`config.mk`:
```
export PLATFORM = sky130hd
export DESIGN_NAME = b2r_converter
export DESIGN_NICKNAME = d
export VERILOG_FILES = /design/src/rtl/b2r_pkg.sv /design/src/rtl/b2r_slice_lut.sv /design/src/rtl/b2r_csa_sum.sv /design/src/rtl/b2r_mod_add.sv /design/src/rtl/b2r_converter.sv
export SDC_FILE = /design/constraint.sdc
export NUM_CORES = 1
export LEC_CHECK = 0
export ABC_AREA = 1
export CELL_PAD_IN_SITES_DETAIL_PLACEMENT = 0
export CELL_PAD_IN_SITES_GLOBAL_PLACEMENT = 1
export CORE_MARGIN = 2
export CORE_UTILIZATION = 40
export DETAILED_ROUTE_END_ITERATION = 16
export DONT_BUFFER_PORTS = 1
export GPL_TIMING_DRIVEN = 0
export PLACE_DENSITY = 0.77
export SLEW_MARGIN = 10
export SYNTH_ARGS = -nofsm -noshare
export SYNTH_HDL_FRONTEND = slang
export SYNTH_SLANG_ARGS = --single-unit
```
`constraint.sdc`:
```
create_clock -name clk -period 6.7 [get_ports clk]
set_clock_uncertainty 0.2 [all_clocks]
set_input_delay 1.675 -clock clk [delete_from_list [all_inputs] [get_ports clk]]
set_output_delay 1.675 -clock clk [all_outputs]
set_load 0.01 [all_outputs]
```
`src/rtl/b2r_pkg.sv`:
```
package b2r_pkg;

  // 2^e mod m, by repeated doubling
  function automatic int unsigned pow2_mod(input int unsigned e, input int unsigned m);
    int unsigned r;
    r = 1 % m;
    for (int unsigned k = 0; k < e; k++) r = (r * 2) % m;
    return r;
  endfunction

  // residue of a slice value placed at bit position pos
  function automatic int unsigned slice_res(input int unsigned s, input int unsigned pos,
                                            input int unsigned m);
    return (s * pow2_mod(pos, m)) % m;
  endfunction

  // fold a small carry-save vector below m
  function automatic int unsigned fold_mod(input int unsigned x, input int unsigned m);
    return x % m;
  endfunction

endpackage

```
`src/rtl/b2r_slice_lut.sv`:
```
module b2r_slice_lut #(
  parameter int SLICE_BITS = 5,
  parameter int POS        = 0,
  parameter int MOD        = 27,
  parameter int RW         = 5
) (
  input  logic [SLICE_BITS-1:0] slice,
  output logic [RW-1:0]         res
);
  import b2r_pkg::*;

  localparam int ENTRIES = 1 << SLICE_BITS;

  logic [RW-1:0] table_q [ENTRIES];

  for (genvar v = 0; v < ENTRIES; v++) begin : g_ent
    assign table_q[v] = RW'(slice_res(v, POS, MOD));
  end

  assign res = table_q[slice];

endmodule

```
`src/rtl/b2r_csa_sum.sv`:
```
module b2r_csa_sum #(
  parameter int N_OP = 7,
  parameter int RW   = 5,
  parameter int SW   = 8
) (
  input  logic [N_OP-1:0][RW-1:0] ops,
  output logic [SW-1:0]           sum_vec,
  output logic [SW-1:0]           car_vec
);
  logic [SW-1:0] s, c, t, ns, nc;

  always_comb begin
    s = SW'(ops[0]);
    c = '0;
    for (int k = 1; k < N_OP; k++) begin
      t  = SW'(ops[k]);
      ns = s ^ c ^ t;
      nc = ((s & c) | (s & t) | (c & t)) << 1;
      s  = ns;
      c  = nc;
    end
    sum_vec = s;
    car_vec = c;
  end

endmodule

```
`src/rtl/b2r_mod_add.sv`:
```
module b2r_mod_add #(
  parameter int MOD = 27,
  parameter int RW  = 5
) (
  input  logic [RW-1:0] a,
  input  logic [RW-1:0] b,
  output logic [RW-1:0] res
);
  localparam int XW = RW + 1;

  logic [XW-1:0] x;
  logic [XW:0]   d;
  logic          keep_diff;

  always_comb begin
    x         = {1'b0, a} + {1'b0, b};
    d         = {1'b0, x} - (XW+1)'(MOD);
    keep_diff = ~d[XW];
    res       = keep_diff ? d[RW-1:0] : x[RW-1:0];
  end

endmodule

```
`src/rtl/b2r_converter.sv`:
```
module b2r_converter #(
  parameter int DATA_W = 32,
  parameter int MOD    = 27,
  parameter int SEG_W  = 5
) (
  input  logic                     clk,
  input  logic                     rst_n,
  input  logic                     in_valid,
  input  logic [DATA_W-1:0]        in_data,
  output logic                     out_valid,
  output logic [$clog2(MOD)-1:0]   out_res
);
  import b2r_pkg::*;

  localparam int RW      = $clog2(MOD);
  localparam int NSEG    = (DATA_W + SEG_W - 1) / SEG_W;
  localparam int SUM_MAX = NSEG * (MOD - 1);
  localparam int SW      = $clog2(SUM_MAX + 1);

  // stage 0: input capture
  logic [DATA_W-1:0] in_q;
  logic              v0, v1, v2, v3, v4;

  // stage 1: slice residues
  logic [NSEG-1:0][RW-1:0] seg_w, seg_q;

  // stage 2: carry-save vectors
  logic [SW-1:0] csa_s_w, csa_c_w, csa_s_q, csa_c_q;

  // stage 3: partial reduction (each below MOD, pair below 2*MOD)
  logic [RW-1:0] part_a_w, part_b_w, part_a_q, part_b_q;

  // stage 4: final residue
  logic [RW-1:0] fin_w, fin_q;

  always_ff @(posedge clk) begin
    if (!rst_n) begin
      v0 <= 1'b0; v1 <= 1'b0; v2 <= 1'b0; v3 <= 1'b0; v4 <= 1'b0;
    end else begin
      v0 <= in_valid; v1 <= v0; v2 <= v1; v3 <= v2; v4 <= v3;
    end
  end

  always_ff @(posedge clk) begin
    in_q     <= in_data;
    seg_q    <= seg_w;
    csa_s_q  <= csa_s_w;
    csa_c_q  <= csa_c_w;
    part_a_q <= part_a_w;
    part_b_q <= part_b_w;
    fin_q    <= fin_w;
  end

  for (genvar i = 0; i < NSEG; i++) begin : g_seg
    localparam int LO  = i * SEG_W;
    localparam int WID = (DATA_W - LO < SEG_W) ? (DATA_W - LO) : SEG_W;
    b2r_slice_lut #(
      .SLICE_BITS(WID), .POS(LO), .MOD(MOD), .RW(RW)
    ) u_lut (
      .slice(in_q[LO +: WID]),
      .res  (seg_w[i])
    );
  end

  b2r_csa_sum #(.N_OP(NSEG), .RW(RW), .SW(SW)) u_csa (
    .ops    (seg_q),
    .sum_vec(csa_s_w),
    .car_vec(csa_c_w)
  );

  assign part_a_w = RW'(fold_mod(32'(csa_s_q), MOD));
  assign part_b_w = RW'(fold_mod(32'(csa_c_q), MOD));

  b2r_mod_add #(.MOD(MOD), .RW(RW)) u_add (
    .a  (part_a_q),
    .b  (part_b_q),
    .res(fin_w)
  );

  assign out_valid = v4;
  assign out_res   = fin_q;

  // ---- named observation points for the assertions ----
  logic          seg_all_below;
  logic [SW-1:0] seg_total;

  always_comb begin
    seg_all_below = 1'b1;
    seg_total     = '0;
    for (int i = 0; i < NSEG; i++) begin
      if (32'(seg_q[i]) >= MOD) seg_all_below = 1'b0;
      seg_total = seg_total + SW'(seg_q[i]);
    end
  end

  p_valid_delay_r2: assert property (@(posedge clk) disable iff (!rst_n)
    $past(rst_n) |-> (v0 == $past(in_valid)) && (v1 == $past(v0)) &&
                     (v2 == $past(v1)) && (v3 == $past(v2)) && (out_valid == $past(v3)));

  p_reset_clears_r1: assert property (@(posedge clk)
    !$past(rst_n) |-> !v0 && !v1 && !v2 && !v3 && !out_valid);

  p_slice_below_m_r3: assert property (@(posedge clk) disable iff (!rst_n)
    v1 |-> seg_all_below);

  p_csa_exact_r4: assert property (@(posedge clk) disable iff (!rst_n)
    v2 |-> ({1'b0, csa_s_q} + {1'b0, csa_c_q}) == {1'b0, $past(seg_total)});

  p_part_below_2m_r5: assert property (@(posedge clk) disable iff (!rst_n)
    v3 |-> (32'(part_a_q) < MOD) && (32'(part_b_q) < MOD));

  p_final_sum_r6: assert property (@(posedge clk) disable iff (!rst_n)
    out_valid |-> (32'(out_res) < MOD) &&
                  (32'(out_res) == (32'($past(part_a_q)) + 32'($past(part_b_q))) % MOD));

endmodule

```
Word level (Yosys, flattened, before mapping)
Memory sizes are Yosys's and may differ from the RTL's. A register that Yosys moved wholly into a read port is not among the register bits.
Cells that the tools add are included.
{"block": "op_classes", "div_mod_pow": 2, "addsub": 2, "n_mux": 4, "bitwise": 44, "n_lt_le_gt_ge": 1}
{"cell": "7-bit by 5-bit AND with 7-bit output", "count": 10}
{"cell": "7-bit bitwise OR", "count": 10}
{"cell": "8-bit by 5-bit remainder unit with 32-bit output (second input constant)", "count": 2}
{"cell": "8-bit by 5-bit XOR with 8-bit output", "count": 5}
{"cell": "8-bit XOR", "count": 5}
{"cell": "5-bit inverter with 6-bit output", "count": 6}
{"cell": "7-bit AND", "count": 5}
{"cell": "5-bit 2-to-1 mux", "count": 3}
{"cell": "5-bit binary-select mux with 2-bit select", "count": 1}
{"cell": "6-bit by 5-bit subtractor with 7-bit output (second input constant)", "count": 1}
{"cell": "5-bit by 5-bit adder with 6-bit output", "count": 1}
{"cell": "5-bit AND", "count": 1}
{"cell": "5-bit XOR", "count": 1}
{"cell": "3-bit greater-or-equal comparator (second input constant)", "count": 1}
{"cell": "2-bit inverter with 3-bit output", "count": 1}
{"block": "totals", "rom_bits": 960, "in_bits": 35, "ff_bits": 72, "mem_count": 6, "word_cells": 71}
{"memory": "(name not given)", "depth": 32, "width": 5, "rd": 1, "rd_clocked_by_memory_dff": 1, "wr": 0, "line": "b2r_slice_lut.sv:20", "text": "assign res = table_q[slice];"}
{"memory": "(name not given)", "depth": 32, "width": 5, "rd": 1, "rd_clocked_by_memory_dff": 1, "wr": 0, "line": "b2r_slice_lut.sv:20"}
{"memory": "(name not given)", "depth": 32, "width": 5, "rd": 1, "rd_clocked_by_memory_dff": 1, "wr": 0, "line": "b2r_slice_lut.sv:20"}
{"memory": "(name not given)", "depth": 32, "width": 5, "rd": 1, "rd_clocked_by_memory_dff": 1, "wr": 0, "line": "b2r_slice_lut.sv:20"}
{"memory": "(name not given)", "depth": 32, "width": 5, "rd": 1, "rd_clocked_by_memory_dff": 1, "wr": 0, "line": "b2r_slice_lut.sv:20"}
{"memory": "(name not given)", "depth": 32, "width": 5, "rd": 1, "rd_clocked_by_memory_dff": 1, "wr": 0, "line": "b2r_slice_lut.sv:20"}

Longest topological paths before layout
{"block": "depth", "depth_word": 16, "depth_mapped": 26}

Cells and area by module
Synthesis repeated with hierarchy kept, for this count alone.
{"block": "hier_totals", "cells_unflattened": 858, "area_unflattened_um2": 6602.6}
{"module": "b2r_converter", "area_per_inst_um2": 3689.8, "seq_area_each_um2": 2062.0, "n_inst": 1, "cells_per_inst": 399}
{"module": "b2r_csa_sum", "area_per_inst_um2": 665.6, "seq_area_each_um2": 0.0, "n_inst": 1, "cells_per_inst": 48}
{"module": "b2r_slice_lut (g_seg[1].u_lut)", "area_per_inst_um2": 426.7, "seq_area_each_um2": 0.0, "n_inst": 1, "cells_per_inst": 77}
{"module": "b2r_mod_add", "area_per_inst_um2": 365.4, "seq_area_each_um2": 0.0, "n_inst": 1, "cells_per_inst": 62}
{"module": "b2r_slice_lut (g_seg[5].u_lut)", "area_per_inst_um2": 361.6, "seq_area_each_um2": 0.0, "n_inst": 1, "cells_per_inst": 66}
{"module": "b2r_slice_lut (g_seg[3].u_lut)", "area_per_inst_um2": 336.6, "seq_area_each_um2": 0.0, "n_inst": 1, "cells_per_inst": 62}
{"module": "b2r_slice_lut (g_seg[4].u_lut)", "area_per_inst_um2": 296.5, "seq_area_each_um2": 0.0, "n_inst": 1, "cells_per_inst": 60}
{"module": "b2r_slice_lut (g_seg[2].u_lut)", "area_per_inst_um2": 271.5, "seq_area_each_um2": 0.0, "n_inst": 1, "cells_per_inst": 49}
{"module": "b2r_slice_lut (g_seg[0].u_lut)", "area_per_inst_um2": 151.4, "seq_area_each_um2": 0.0, "n_inst": 1, "cells_per_inst": 27}
{"module": "b2r_slice_lut (g_seg[6].u_lut)", "area_per_inst_um2": 37.5, "seq_area_each_um2": 0.0, "n_inst": 1, "cells_per_inst": 8}

Worst setup path before layout
No wires, ideal clock.
{"block": "synth_timing", "path_kind": "flip-flop to flip-flop", "from": "reg seg_q[1] in the netlist's numbering", "to": "reg csa_s_q[1]", "setup_ns": 0.110, "t_required_ns": 6.390, "path_stages_with_launch": 9, "arrival_ns": 3.051, "synth_period_minus_slack_ns": 3.360, "setup_slack_ns": 3.340, "path_cell_list": "dfxtp_1 ha_1 inv_1 fa_1 fa_1 fa_1 fa_1 fa_1 inv_1"}
{"block": "synth_between", "elab_chain_cells": 11}
{"item": "start: declaration", "line": "b2r_converter.sv:25", "text": "logic [NSEG-1:0][RW-1:0] seg_w, seg_q;"}
{"item": "5-bit XOR", "line": "b2r_csa_sum.sv:17", "text": "ns = s ^ c ^ t;"}
{"item": "8-bit XOR", "line": "b2r_csa_sum.sv:17"}
{"item": "8-bit by 5-bit XOR with 8-bit output", "line": "b2r_csa_sum.sv:17"}
{"item": "8-bit XOR", "line": "b2r_csa_sum.sv:17"}
{"item": "8-bit by 5-bit XOR with 8-bit output", "line": "b2r_csa_sum.sv:17"}
{"item": "8-bit XOR", "line": "b2r_csa_sum.sv:17"}
{"item": "8-bit by 5-bit XOR with 8-bit output", "line": "b2r_csa_sum.sv:17"}
{"item": "8-bit XOR", "line": "b2r_csa_sum.sv:17"}
{"item": "8-bit by 5-bit XOR with 8-bit output", "line": "b2r_csa_sum.sv:17"}
{"item": "8-bit XOR", "line": "b2r_csa_sum.sv:17"}
{"item": "8-bit by 5-bit XOR with 8-bit output", "line": "b2r_csa_sum.sv:17"}
{"item": "net csa_s_w[1]", "line": "b2r_converter.sv:28", "text": "logic [SW-1:0] csa_s_w, csa_c_w, csa_s_q, csa_c_q;"}
{"item": "end signal: assignment", "line": "b2r_converter.sv:47", "text": "csa_s_q <= csa_s_w;"}
{"item": "end: declaration", "line": "b2r_converter.sv:28"}
The timed path passes the listed nets, and every way through them passes these cells.
A chain may end at the register's enable or synchronous reset.

Worst setup path in the final report
{"block": "layout_timing", "from": "reg csa_s_q[4]", "to": "reg part_a_q[0]"}
{"block": "layout_between", "elab_chain_cells": 1}
{"item": "8-bit by 5-bit remainder unit with 32-bit output", "line": "b2r_pkg.sv:19", "text": "return x % m;"}
{"item": "net part_a_w[0]", "line": "b2r_converter.sv:31", "text": "logic [RW-1:0] part_a_w, part_b_w, part_a_q, part_b_q;"}
{"item": "end signal: assignment", "line": "b2r_converter.sv:49", "text": "part_a_q <= part_a_w;"}
{"item": "end: declaration", "line": "b2r_converter.sv:31"}
The timed path passes the listed nets, and every way through them passes these cells.

==> metrics.yaml <==
critical_path:
  crit_required_ps: 6750
  worstPathArrival_ps: 3650
  r2r_end: "part_a_q[0]"
  crit_path_frequent_cell: "nand2_1"
  crit-reg2reg-launch: "csa_s_q[4]"
  critPathCaptureType: "register"
  critPathKind: "reg -> reg"
  reg2reg_slack_ps: 3100
  cp_max_fo: 8
  reg2reg_depth: 25
  cp_slowest_cell: "dfxtp_1"
  start_kind: "register"
  cpPeakStageDelay_ps: 370
outcome:
  status: "completed"
yosys:
  synthCells: 770
  synth_top_area_share_pct: 32.9
  syn_area_per_cell_um2: 7.89
  synth-seq-area-share_pct: 32.9
  synth_area_um2: 6080
  synth_fp_nets: 885
  synth_area_leaders: "dfxtp_1, ha_1, nand2_1, inv_1, fa_1"
  ys_ff_latch: 100
  yosysTopAreaCell: "dfxtp_1"
  ys_types: 53
  yosys_warnings: 0
timing:
  worst_pin_slew_ps: 443
  rsz0062_at_grt: "false"
  fin_setup_tns_ps: 0
  maxSlewHeadroom_pct: 69.7
  fin_crit_ps: 3600
  slew_viol_final: 0
  max_clock_freq_mhz: 278
  final.setup.worst_slack_ps: 3100
  setup_viol: 0
  post-route-period-util_pct: 53.7
  hold_viol: 0
power:
  power_density_nw_per_um2: 448
  cellLeakagePower_uw: 0.00342
  peakVddDrop_uv: 173
place:
  gp_congestion: 0.858
  post-place-ws_ps: 3090
  post_dp_cell_area_um2: 6310
  port-buffer-count: 0
  hpwl_mm: 8.93
grt:
  grt_overflow: 0
  antenna_found_initial: 0
  grt_pass1_wl_mm: 20.1
  grt_max_degree: 19
  grtUsageTotal_pct: 14.9
  first_global_vias: 4734
finish:
  final_cell_mix: "nand2_1, inv_1, dfxtp_1"
  final_common_cell: "nand2_1"
  design_area_um2: 6600
  finalNetCount: 896
  syn2layout_area_growth_pct: 8.57
  antenna_cells: 0
  drive_above_1_share_pct: 10.4
  final_util_pct: 43.9
detailed_routing:
  via_per_inst: 4.87
  drt-wirelength-per-cell_um: 11.4
  drc: 0
  totalWireLength_mm: 11.1
  drt_iter0_drc: 162
  drtPass1Iterations: 5
  num_vias: 4739
  antenna_left: 0
die:
  design.core.area_um2: 15000
  io_pins: 41
  initial_core_util_pct: 40.4
  row_count: 45
  die_h_um: 127
  dieArea_um2: 16200
  die_x_um: 127
clocking:
  clk_pin_slew_worst_paths_ps: 70
  cts.root.buffer_cell: "clkbuf_16"
  post_cts_buffers: 0
  cts_hold_buf: 0
  cts_resized: 0
  clock_path_buffers: 2
  clock-sinks: 100
  cts_tree: "built"
  insertion_delay_ps: 350
  h-tree-depth: 3
  numCtsBuffers: 9
hold_path:
  min_path_type: "reg -> reg"
  min_path_cells: 2
  hold_path_end: "v2"
  min_from: "v1"
flow_run:
  maxCapViolations: 0
[stage by stage]
stage	hold slack (ps)	instances	total power (µW)
2_1_floorplan	190	770	2180
3_3_place_gp	196	958	2440
3_5_place_dp	201	958	2490
4_1_cts	219	974	3000
5_1_grt	243	974	3300
6_report	214	974	2950
[cell usage after synthesis, drive strengths merged]
master and n:
a311oi 1, a21boi 4, a31oi 7, or2 3, nor2 38, xnor2 3, a211oi 1, o311ai 2
nand2 197, nor3 3, o31ai 3, a22oi 1, a21oi 34, nand3b 3, buf 2, o21bai 1
a221oi 2, nor2b 1, nor4 1, o22ai 4, o21a 1, xor2 8, fa 21, ha 59
nand4 14, clkbuf 7, mux2 1, o221ai 3, inv 142, o2111ai 1, clkinv 1, a32o 1
and2 2, a2111oi 1, dfxtp 100, nand3 54, o21ai 37, o211ai 5, a2bb2oi 1
[critical path: cells and delay by family (launching register included)]
kind | cells | cell delay (ps)
fa+ha+maj | 3 | 580
buf+inv | 3 | 210
flops | 1 | 370
compound gates | 2 | 380
simple gates | 17 | 1730
[registers in the layout, summed over array words and instances, names as in the netlist]
name       flops
part_a_q       5
out_valid      1
csa_c_q        7
part_b_q       5
v1             1
v2             1
v3             1
in_q          32
out_res        5
csa_s_q        8
v0             1
seg_q         33
[cell type report]
type | count | area, µm²
buffer | 9 | 36.3
clock buffer | 9 | 225
clock inverter | 7 | 60.1
fill | 1447 | 8440
inverter | 143 | 537
multi-input combinational | 518 | 3500
sequential | 100 | 2000
tap | 188 | 235
[routing by layer]
metal	wire (µm)	vias up	track usage, %
met1	5150	2155	17.6
met4	291	0	6.46
met5	0	-	0
met3	336	22	3.14
li1	-	2492	-
met2	5310	70	26.3
[power breakdown]
part,total [µW],internal (µW),switching (µW)
clock,498,258,240
sequential,829,743,85.9
combinational,1630,637,990
total,2950,1640,1320
[logic make-up (layout without fill, tap and decap cells)]
| family | count (synthesis) | count (layout) | synth area share (%) |
|---|---|---|---|
| buffers and inverters | 152 | 168 | 9.43 |
| and+or+nand+nor | 316 | 316 | 25.3 |
| AOI/OAI and AO/OA | 110 | 110 | 11.5 |
| muxes | 1 | 1 | 0.185 |
| adders and majority gates | 80 | 80 | 19.1 |
| xor gates and xnor gates | 11 | 11 | 1.59 |
| DFF | 100 | 100 | 32.9 |
[worst max-delay path by stage]
stage	start	end	slack [ps]	cells after the start
6_report	csa_s_q[4]	part_a_q[0]	3100	25
4_1_cts	csa_s_q[4]	part_a_q[3]	3090	25
3_5_place_dp	csa_s_q[4]	part_a_q[3]	3090	25
2_1_floorplan	seg_q[1]	csa_s_q[1]	3340	8
3_3_place_gp	csa_s_q[4]	part_a_q[3]	3130	25
5_1_grt	csa_s_q[4]	part_a_q[1]	2730	25
Note: power is estimated with default switching activity, not from simulation.
